**config.mk**
```make
export PLATFORM = sky130hd
export DESIGN_NAME = wbs_serializer
export DESIGN_NICKNAME = d
export VERILOG_FILES = /design/src/rtl/wbs_pkg.sv /design/src/rtl/wbs_lane_split.sv /design/src/rtl/wbs_beat_seq.sv /design/src/rtl/wbs_out_reg.sv /design/src/rtl/wbs_serializer.sv
export SDC_FILE = /design/constraint.sdc
export NUM_CORES = 1
export LEC_CHECK = 0
export BUFFER_PORTS_ARGS = -buffer_cell sky130_fd_sc_hd__buf_2
export CAP_MARGIN = 5
export CORE_MARGIN = 10
export CORE_UTILIZATION = 40
export DETAILED_ROUTE_END_ITERATION = 6
export GPL_ROUTABILITY_DRIVEN = 1
export PLACE_DENSITY_LB_ADDON = 0.3
export REMOVE_ABC_BUFFERS = 1
export SLEW_MARGIN = 10
export SYNTH_ARGS = -nofsm -noshare
export SYNTH_HDL_FRONTEND = slang
export SYNTH_SLANG_ARGS = --single-unit
```
**constraint.sdc**
```tcl
create_clock -name clk_i -period 1.8 [get_ports clk_i]
set_input_delay 0.09 -clock clk_i [delete_from_list [all_inputs] [get_ports clk_i]]
set_output_delay 0.09 -clock clk_i [all_outputs]
set_load 0.05 [all_outputs]
```
**src/rtl/wbs_pkg.sv**
```systemverilog
`timescale 1ns/1ps
package wbs_pkg;
  typedef enum logic {PH_LOW = 1'b0, PH_HIGH = 1'b1} phase_e;
endpackage

```
**src/rtl/wbs_lane_split.sv**
```systemverilog
`timescale 1ns/1ps
module wbs_lane_split #(
  parameter int unsigned LOCAL_DW = 32
) (
  input  logic [LOCAL_DW-1:0]    word_i,
  input  logic [LOCAL_DW/8-1:0]  be_i,
  output logic [LOCAL_DW/2-1:0]  lo_dq_o,
  output logic [LOCAL_DW/2-1:0]  hi_dq_o,
  output logic [LOCAL_DW/16-1:0] lo_dm_o,
  output logic [LOCAL_DW/16-1:0] hi_dm_o
);
  localparam int unsigned MEM_DW = LOCAL_DW / 2;
  localparam int unsigned MEM_BW = MEM_DW / 8;

  assign lo_dq_o = word_i[MEM_DW-1:0];
  assign hi_dq_o = word_i[LOCAL_DW-1:MEM_DW];

  // enable high -> mask low, per byte
  for (genvar g = 0; g < MEM_BW; g++) begin : g_mask
    assign lo_dm_o[g] = ~be_i[g];
    assign hi_dm_o[g] = ~be_i[MEM_BW+g];
  end
endmodule

```
**src/rtl/wbs_beat_seq.sv**
```systemverilog
`timescale 1ns/1ps
module wbs_beat_seq
  import wbs_pkg::*;
(
  input  logic clk_i,
  input  logic rst_ni,
  input  logic valid_i,
  output logic ready_o,
  output logic load_lo_o,
  output logic load_hi_o
);
  phase_e phase_q, phase_d;

  assign ready_o   = (phase_q == PH_LOW);
  assign load_lo_o = valid_i & ready_o;
  assign load_hi_o = (phase_q == PH_HIGH);

  always_comb begin
    phase_d = phase_q;
    if (load_lo_o)      phase_d = PH_HIGH;
    else if (load_hi_o) phase_d = PH_LOW;
  end

  always_ff @(posedge clk_i or negedge rst_ni) begin
    if (!rst_ni) phase_q <= PH_LOW;
    else         phase_q <= phase_d;
  end
endmodule

```
**src/rtl/wbs_out_reg.sv**
```systemverilog
`timescale 1ns/1ps
module wbs_out_reg #(
  parameter int unsigned MEM_DW = 16
) (
  input  logic                clk_i,
  input  logic                rst_ni,
  input  logic                load_lo_i,
  input  logic                load_hi_i,
  input  logic [MEM_DW-1:0]   lo_dq_i,
  input  logic [MEM_DW-1:0]   hi_dq_i,
  input  logic [MEM_DW/8-1:0] lo_dm_i,
  input  logic [MEM_DW/8-1:0] hi_dm_i,
  output logic [MEM_DW-1:0]   dq_o,
  output logic [MEM_DW/8-1:0] dm_o,
  output logic                beat_o
);
  localparam int unsigned MEM_BW = MEM_DW / 8;

  logic [MEM_DW-1:0] hold_dq_q;
  logic [MEM_BW-1:0] hold_dm_q;

  always_ff @(posedge clk_i or negedge rst_ni) begin
    if (!rst_ni) begin
      dq_o      <= '0;
      dm_o      <= '1;
      beat_o    <= 1'b0;
      hold_dq_q <= '0;
      hold_dm_q <= '1;
    end else if (load_lo_i) begin
      dq_o      <= lo_dq_i;
      dm_o      <= lo_dm_i;
      beat_o    <= 1'b1;
      hold_dq_q <= hi_dq_i;
      hold_dm_q <= hi_dm_i;
    end else if (load_hi_i) begin
      dq_o   <= hold_dq_q;
      dm_o   <= hold_dm_q;
      beat_o <= 1'b1;
    end else begin
      dm_o   <= '1;   // idle: keep memory from writing
      beat_o <= 1'b0;
    end
  end
endmodule

```
**src/rtl/wbs_serializer.sv**
```systemverilog
`timescale 1ns/1ps
module wbs_serializer #(
  parameter int unsigned LOCAL_DW = 32
) (
  input  logic                   clk_i,
  input  logic                   rst_ni,
  input  logic [LOCAL_DW-1:0]    wdata_i,
  input  logic [LOCAL_DW/8-1:0]  wbe_i,
  input  logic                   valid_i,
  output logic                   ready_o,
  output logic [LOCAL_DW/2-1:0]  mem_dq_o,
  output logic [LOCAL_DW/16-1:0] mem_dm_o,
  output logic                   mem_beat_o
);
  localparam int unsigned MEM_DW = LOCAL_DW / 2;
  localparam int unsigned MEM_BW = MEM_DW / 8;

  logic [MEM_DW-1:0] lo_dq, hi_dq;
  logic [MEM_BW-1:0] lo_dm, hi_dm;
  logic              load_lo, load_hi;

  wbs_lane_split #(.LOCAL_DW(LOCAL_DW)) u_split (
    .word_i (wdata_i),
    .be_i   (wbe_i),
    .lo_dq_o(lo_dq),
    .hi_dq_o(hi_dq),
    .lo_dm_o(lo_dm),
    .hi_dm_o(hi_dm)
  );

  wbs_beat_seq u_seq (
    .clk_i    (clk_i),
    .rst_ni   (rst_ni),
    .valid_i  (valid_i),
    .ready_o  (ready_o),
    .load_lo_o(load_lo),
    .load_hi_o(load_hi)
  );

  wbs_out_reg #(.MEM_DW(MEM_DW)) u_out (
    .clk_i    (clk_i),
    .rst_ni   (rst_ni),
    .load_lo_i(load_lo),
    .load_hi_i(load_hi),
    .lo_dq_i  (lo_dq),
    .hi_dq_i  (hi_dq),
    .lo_dm_i  (lo_dm),
    .hi_dm_i  (hi_dm),
    .dq_o     (mem_dq_o),
    .dm_o     (mem_dm_o),
    .beat_o   (mem_beat_o)
  );
endmodule

```
==> results of run 1 <==
per-layer routing:
layer,up-vias,GRT usage [%],part of all wire [%]
met5,-,0,0
met4,0,4.62,1.8
met3,7,4.49,7.2
met2,43,17.3,47
met1,515,12.8,44
li1,534,-,-
report_power, final:
part           internal, mW  switching, mW
clock                 0.275          0.272
combinational         0.193          0.376
sequential            0.986         0.0597
state kept, by name, summed over array words and instances (netlist names):
register,cells
u_out.dq_o,16
u_out.hold_dq_q,16
u_out.dm_o,2
u_out.hold_dm_q,2
u_out.beat_o,1
u_seq.load_hi_o,1
critical path, cell delays in order, from the launching register on:
cell     delay, ps
dfrtp_1        390
buf_4          320
inv_1           70
buf_2          210
worst max path at each step:
stage                    startpoint                 end  slack [ps]
detailed placement  u_seq.load_hi_o  u_out.hold_dq_q[0]         480
finish              u_seq.load_hi_o             ready_o         420
global placement    u_seq.load_hi_o  u_out.hold_dq_q[3]         520
CTS                 u_seq.load_hi_o             ready_o         400
floorplan           u_seq.load_hi_o  u_out.hold_dq_q[0]         130
global route        u_seq.load_hi_o             ready_o         350
cell families (layout without fill, tap and decap cells):
kind of cell	count (synthesis)	count (layout)	share of synthesized area, %
muxes	34	34	24.0
AOI/OAI and AO/OA	18	18	6.02
buffers and inverters	11	77	4.36
and+or+nand+nor	18	18	5.07
DFF	38	38	60.5
timing repair:
item,CTS,global route
hold endpoints to repair,38,0
resized for setup,0,0
hold buffers,5,0
placed cells by master, fill, tap and decap left out, drive strengths merged:
master       netlist  routed
dfstp              4       4
or2                1       1
dfrtp             34      34
nand2             16      16
mux2              16      16
nor2b              1       1
clkbuf             2       8
mux2i             18      18
buf                6      61
inv                3       3
dlygate4sd3        0       5
o21ai             16      16
a22oi              2       2
layout make-up:
type	instances	area share, %
Sequential cell	38	46.9
Multi-Input combinational cell	70	27.2
Timing Repair Buffer	66	18.4
Clock buffer	8	3.93
Tap cell	48	2.95
Inverter	3	0.553
==> flow_metrics.tcl, run 1 <==
set metrics [dict create \
    worst-setup-path-type "reg -> out" \
    yosys_register_bits 38 \
    r2r-start "u_seq.load_hi_o" \
    hold_end "u_out.hold_dq_q[3]" \
    tns_ps 0 \
    synthCells 119 \
    finalNetCount 223 \
    num_antenna_cells 0 \
    io_buffers 58 \
    wl_mm 3.74 \
    hold_start "wdata_i[19]" \
    clock-sinks 38 \
    globalplace.congestion 0.754 \
    wl_per_cell_um 16.0 \
    grt_remaining_overflow 0 \
    drtAntennaViolNets 0 \
    rrSetupSlack_ps 460 \
    synth_area_um2 1580 \
    required_ps 1710 \
    postCtsSetupBuffers 0 \
    die-area_um2 6860 \
    yosysWarningCount 0 \
    drc 0 \
    ioPinCount 59 \
    r2r-end "u_out.hold_dq_q[0]" \
    avgViaCountPerCell 4.72 \
    clk-insertion-delay-late_ps 290 \
    clk_pin_slew_worst_paths_ps 70 \
    synth_top_cells_by_count "dfrtp_1, mux2i_1, nand2_1, o21ai_0, mux2_2" \
    ys_seq_area_share_pct 60.5 \
    grt_pass1_wl_mm 6.27 \
    leakagePower_nw 1.01 \
    dpl_cell_area_um2 1910 \
    hp-class "in -> reg" \
    max-slew-margin-rel_pct 44.7 \
    finalSetupViolCount 0 \
    whs_ps 36.9 \
    fin_area_um2 2040 \
    synth_top_area_cell "dfrtp_1" \
    period_share_pct 76.7 \
    cts-root-buf "clkbuf_8" \
    slew_violations 0 \
    dp_hpwl_mm 2.72 \
    cts.htree.levels 2 \
    synth_area_leaders "dfrtp_1, mux2i_1, mux2_2, dfstp_2, o21ai_0" \
    cts.path.max_buffers 2 \
    die_y_um 82.8 \
    cap_violations 0 \
    cts_tree "yes" \
    synth_most_common_cell "dfrtp_1" \
    antenna_found_initial 0 \
    grt_pass1_vias 1265 \
    ff2ff_path_depth 3 \
    num_rows 22 \
    nFillCells 354 \
    core_um2 3740 \
    vias 1099 \
    rsz0062_at_grt "no" \
    fin_crit_ps 1380 \
    start_util_pct 42.2 \
    synth_edf_count 0 \
    stdcell_count 233 \
    fp.dieW_um 82.8 \
    pre_cts_ws_ps 479 \
    fin_util_pct 54.4 \
    drive_above_1_share_pct 47.6 \
    synthArstFlopShare_pct 100 \
    clock_skew_ps 5.98 \
    synthFlopType "dfrtp_1" \
    seqCellArea_um2 956 \
    crit_path_end_kind "primary output" \
    cp-start-kind "flip-flop" \
    track_usage_pct 11.0 \
    cts_buffers 5 \
    worstPathMaxFanout 36 \
    fmax_ghz 0.724 \
    multiInputGateArea_um2 554 \
    synth_cell_type_count 16 \
    vdd_ir_drop_max_mv 0.624 \
    setup_slack_ps 419 \
    yosysTopAreaCellShare_pct 53.9 \
    cp_data_arrival_time_ps 1290 \
    power.density_nw_per_um2 1060 \
    dr.pass1.iters 2 \
    syn_to_final_growth_pct 29.0 \
    min_path_cells 2 \
    total_power_mw 2.16 \
    synth.avg_cell_area_um2 13.3 \
    hold_viol_final 0 \
    worst_pin_slew_ps 830 \
    status "finished, final reports clean" \
    dp.cells 220 \
    drtIter0Drc 53 \
    grt_max_degree 39 \
]
(Power assumes the default switching activity.)
==> run 2: changes to the inputs <==
clock period = 1.3 ns   (was 1.8 ns; I/O delays follow)
==> run 2 against run 1 <==
Clock skew fell by 3.5 ps. Via count is 3.6% higher. Critical path depth stayed put. Count of clock-buffer cells in the layout is 1 lower. Clock power grew 54%. Design area grew 4.7%. Cell count up 3.0%. Flip-flop and latch count unchanged. Sequential share of layout area fell by 2.1 points.
==> flow_metrics.tcl, run 2 (synthesized netlist as in run 1, its figures left out) <==
set metrics [dict create \
    cts_buffers 5 \
    core_um2 3740 \
    antenna_found_initial 0 \
    hold_start "wdata_i[24]" \
    wl_mm 3.77 \
    drive_above_1_share_pct 49.5 \
    vias 1139 \
    start_util_pct 42.2 \
    pre_cts_ws_ps 32.4 \
    max-slew-margin-rel_pct 70.4 \
    finalNetCount 230 \
    slew_violations 0 \
    die_y_um 82.8 \
    fmax_ghz 0.797 \
    power.density_nw_per_um2 1460 \
    drtIter0Drc 58 \
    status "finished, final reports clean" \
    dp.cells 223 \
    rsz0062_at_grt "no" \
    cp_data_arrival_time_ps 1430 \
    worst_pin_slew_ps 445 \
    num_rows 22 \
    drtAntennaViolNets 0 \
    grt_remaining_overflow 0 \
    clk-insertion-delay-late_ps 290 \
    cap_violations 0 \
    cts_tree "yes" \
    required_ps 1480 \
    io_buffers 58 \
    vdd_ir_drop_max_mv 0.877 \
    top_regs "u_out.dq_o: 16 flops, u_out.hold_dq_q: 16 flops" \
    avgViaCountPerCell 4.75 \
    wl_per_cell_um 15.7 \
    worstPathMaxFanout 15 \
    hp-class "in -> reg" \
    final_common_cell "buf_2" \
    dp_hpwl_mm 2.79 \
    fin_crit_ps 1250 \
    dr.pass1.iters 4 \
    leakagePower_nw 1.07 \
    globalplace.congestion 0.743 \
    nFillCells 339 \
    cts.htree.levels 2 \
    clock-sinks 38 \
    cp-start-kind "flip-flop" \
    grt_pass1_vias 1293 \
    crit_path_end_kind "flip-flop" \
    syn_to_final_growth_pct 35.1 \
    cts.path.max_buffers 2 \
    hold_viol_final 0 \
    total_power_mw 3.11 \
    worst-setup-path-type "reg -> reg" \
    drc 0 \
    multiInputGateArea_um2 554 \
    die-area_um2 6860 \
    clock_skew_ps 2.47 \
    cts-root-buf "clkbuf_8" \
    seqCellArea_um2 956 \
    r2r-start "u_seq.load_hi_o" \
    stdcell_count 240 \
    grt_pass1_wl_mm 6.31 \
    layout_common_cells "buf_2, dfrtp_1, mux2i_1" \
    clk_pin_slew_worst_paths_ps 70 \
    period_share_pct 96.5 \
    num_antenna_cells 0 \
    ioPinCount 59 \
    setup_slack_ps 45.8 \
    cp-startpoint "u_seq.load_hi_o" \
    fin_util_pct 57.0 \
    grt_max_degree 37 \
    rrSetupSlack_ps 50 \
    fp.dieW_um 82.8 \
    track_usage_pct 11.1 \
    finalSetupViolCount 0 \
]
==> run 2: cell count changes in the layout (fill, tap and decap cells not counted) <==
cell,previous run,this run
buf_4,2,6
buf_12,1,3
clkbuf_1,3,1
dlygate4sd3_1,5,7
buf_2,58,57
clkbuf_8,5,6
clkinv_2,0,1
==> run 2: layer usage <==
metal / part of all wire, % / routed length (µm) / global-route usage (%) / vias up
met3: 7.8 / 296 / 5.18 / 4
met5: 0 / 0 / 0 / -
met1: 47 / 1760 / 13.6 / 541
li1: - / - / - / 551
met2: 45 / 1690 / 16.9 / 43
met4: 0.64 / 24 / 3.23 / 0
==> run 2: what timing repair did <==
| action | 4_1_cts | 5_1_grt |
|---|---|---|
| gates resized for setup | 2 | 2 |
| hold endpoints to repair | 24 | 0 |
| hold buffers | 7 | 0 |
| setup endpoints to repair | 1 | 10 |
| setup buffers | 0 | 2 |
==> run 2: area by class of cell <==
class	instances	share of cell area, %
clock buffers	7	4.05
clock inverters	1	0.235
inverters	3	0.528
multi-input cells	70	26.0
flip-flops and latches	38	44.8
well taps	48	2.82
repair buffers	73	21.6
==> run 2: worst max-delay path: stages, from the launching register on <==
cell and delay [ps]:
dfrtp_1 430, nor2b_4 190, buf_12 170, mux2_2 340
==> run 2: worst paths after layout <==
kind / end / cells past startpoint
max in group asynchronous: u_out.dm_o[0] / 3
setup / recovery: u_out.hold_dq_q[0] / 3
hold reg to reg: u_out.dq_o[6] / 2
min in group asynchronous: u_out.beat_o / 2
setup reg to reg: u_out.hold_dq_q[0] / 3
hold / removal: u_out.hold_dq_q[8] / 2
==> run 2: per-stage QoR <==
step	area (µm²)	hold WS (ps)	TNS, ps
3_3_place_gp	1940	26.7	0
3_5_place_dp	1940	33.2	0
2_1_floorplan	1520	-231	-6330
4_1_cts	2110	0.640	0
6_report	2130	4.53	0
5_1_grt	2130	0.469	0
==> run 2: power breakdown <==
group	internal (mW)	switching, mW	total [mW]
sequential	1.36	0.0845	1.45
clock	0.428	0.414	0.842
combinational	0.294	0.522	0.816
total	2.09	1.02	3.11
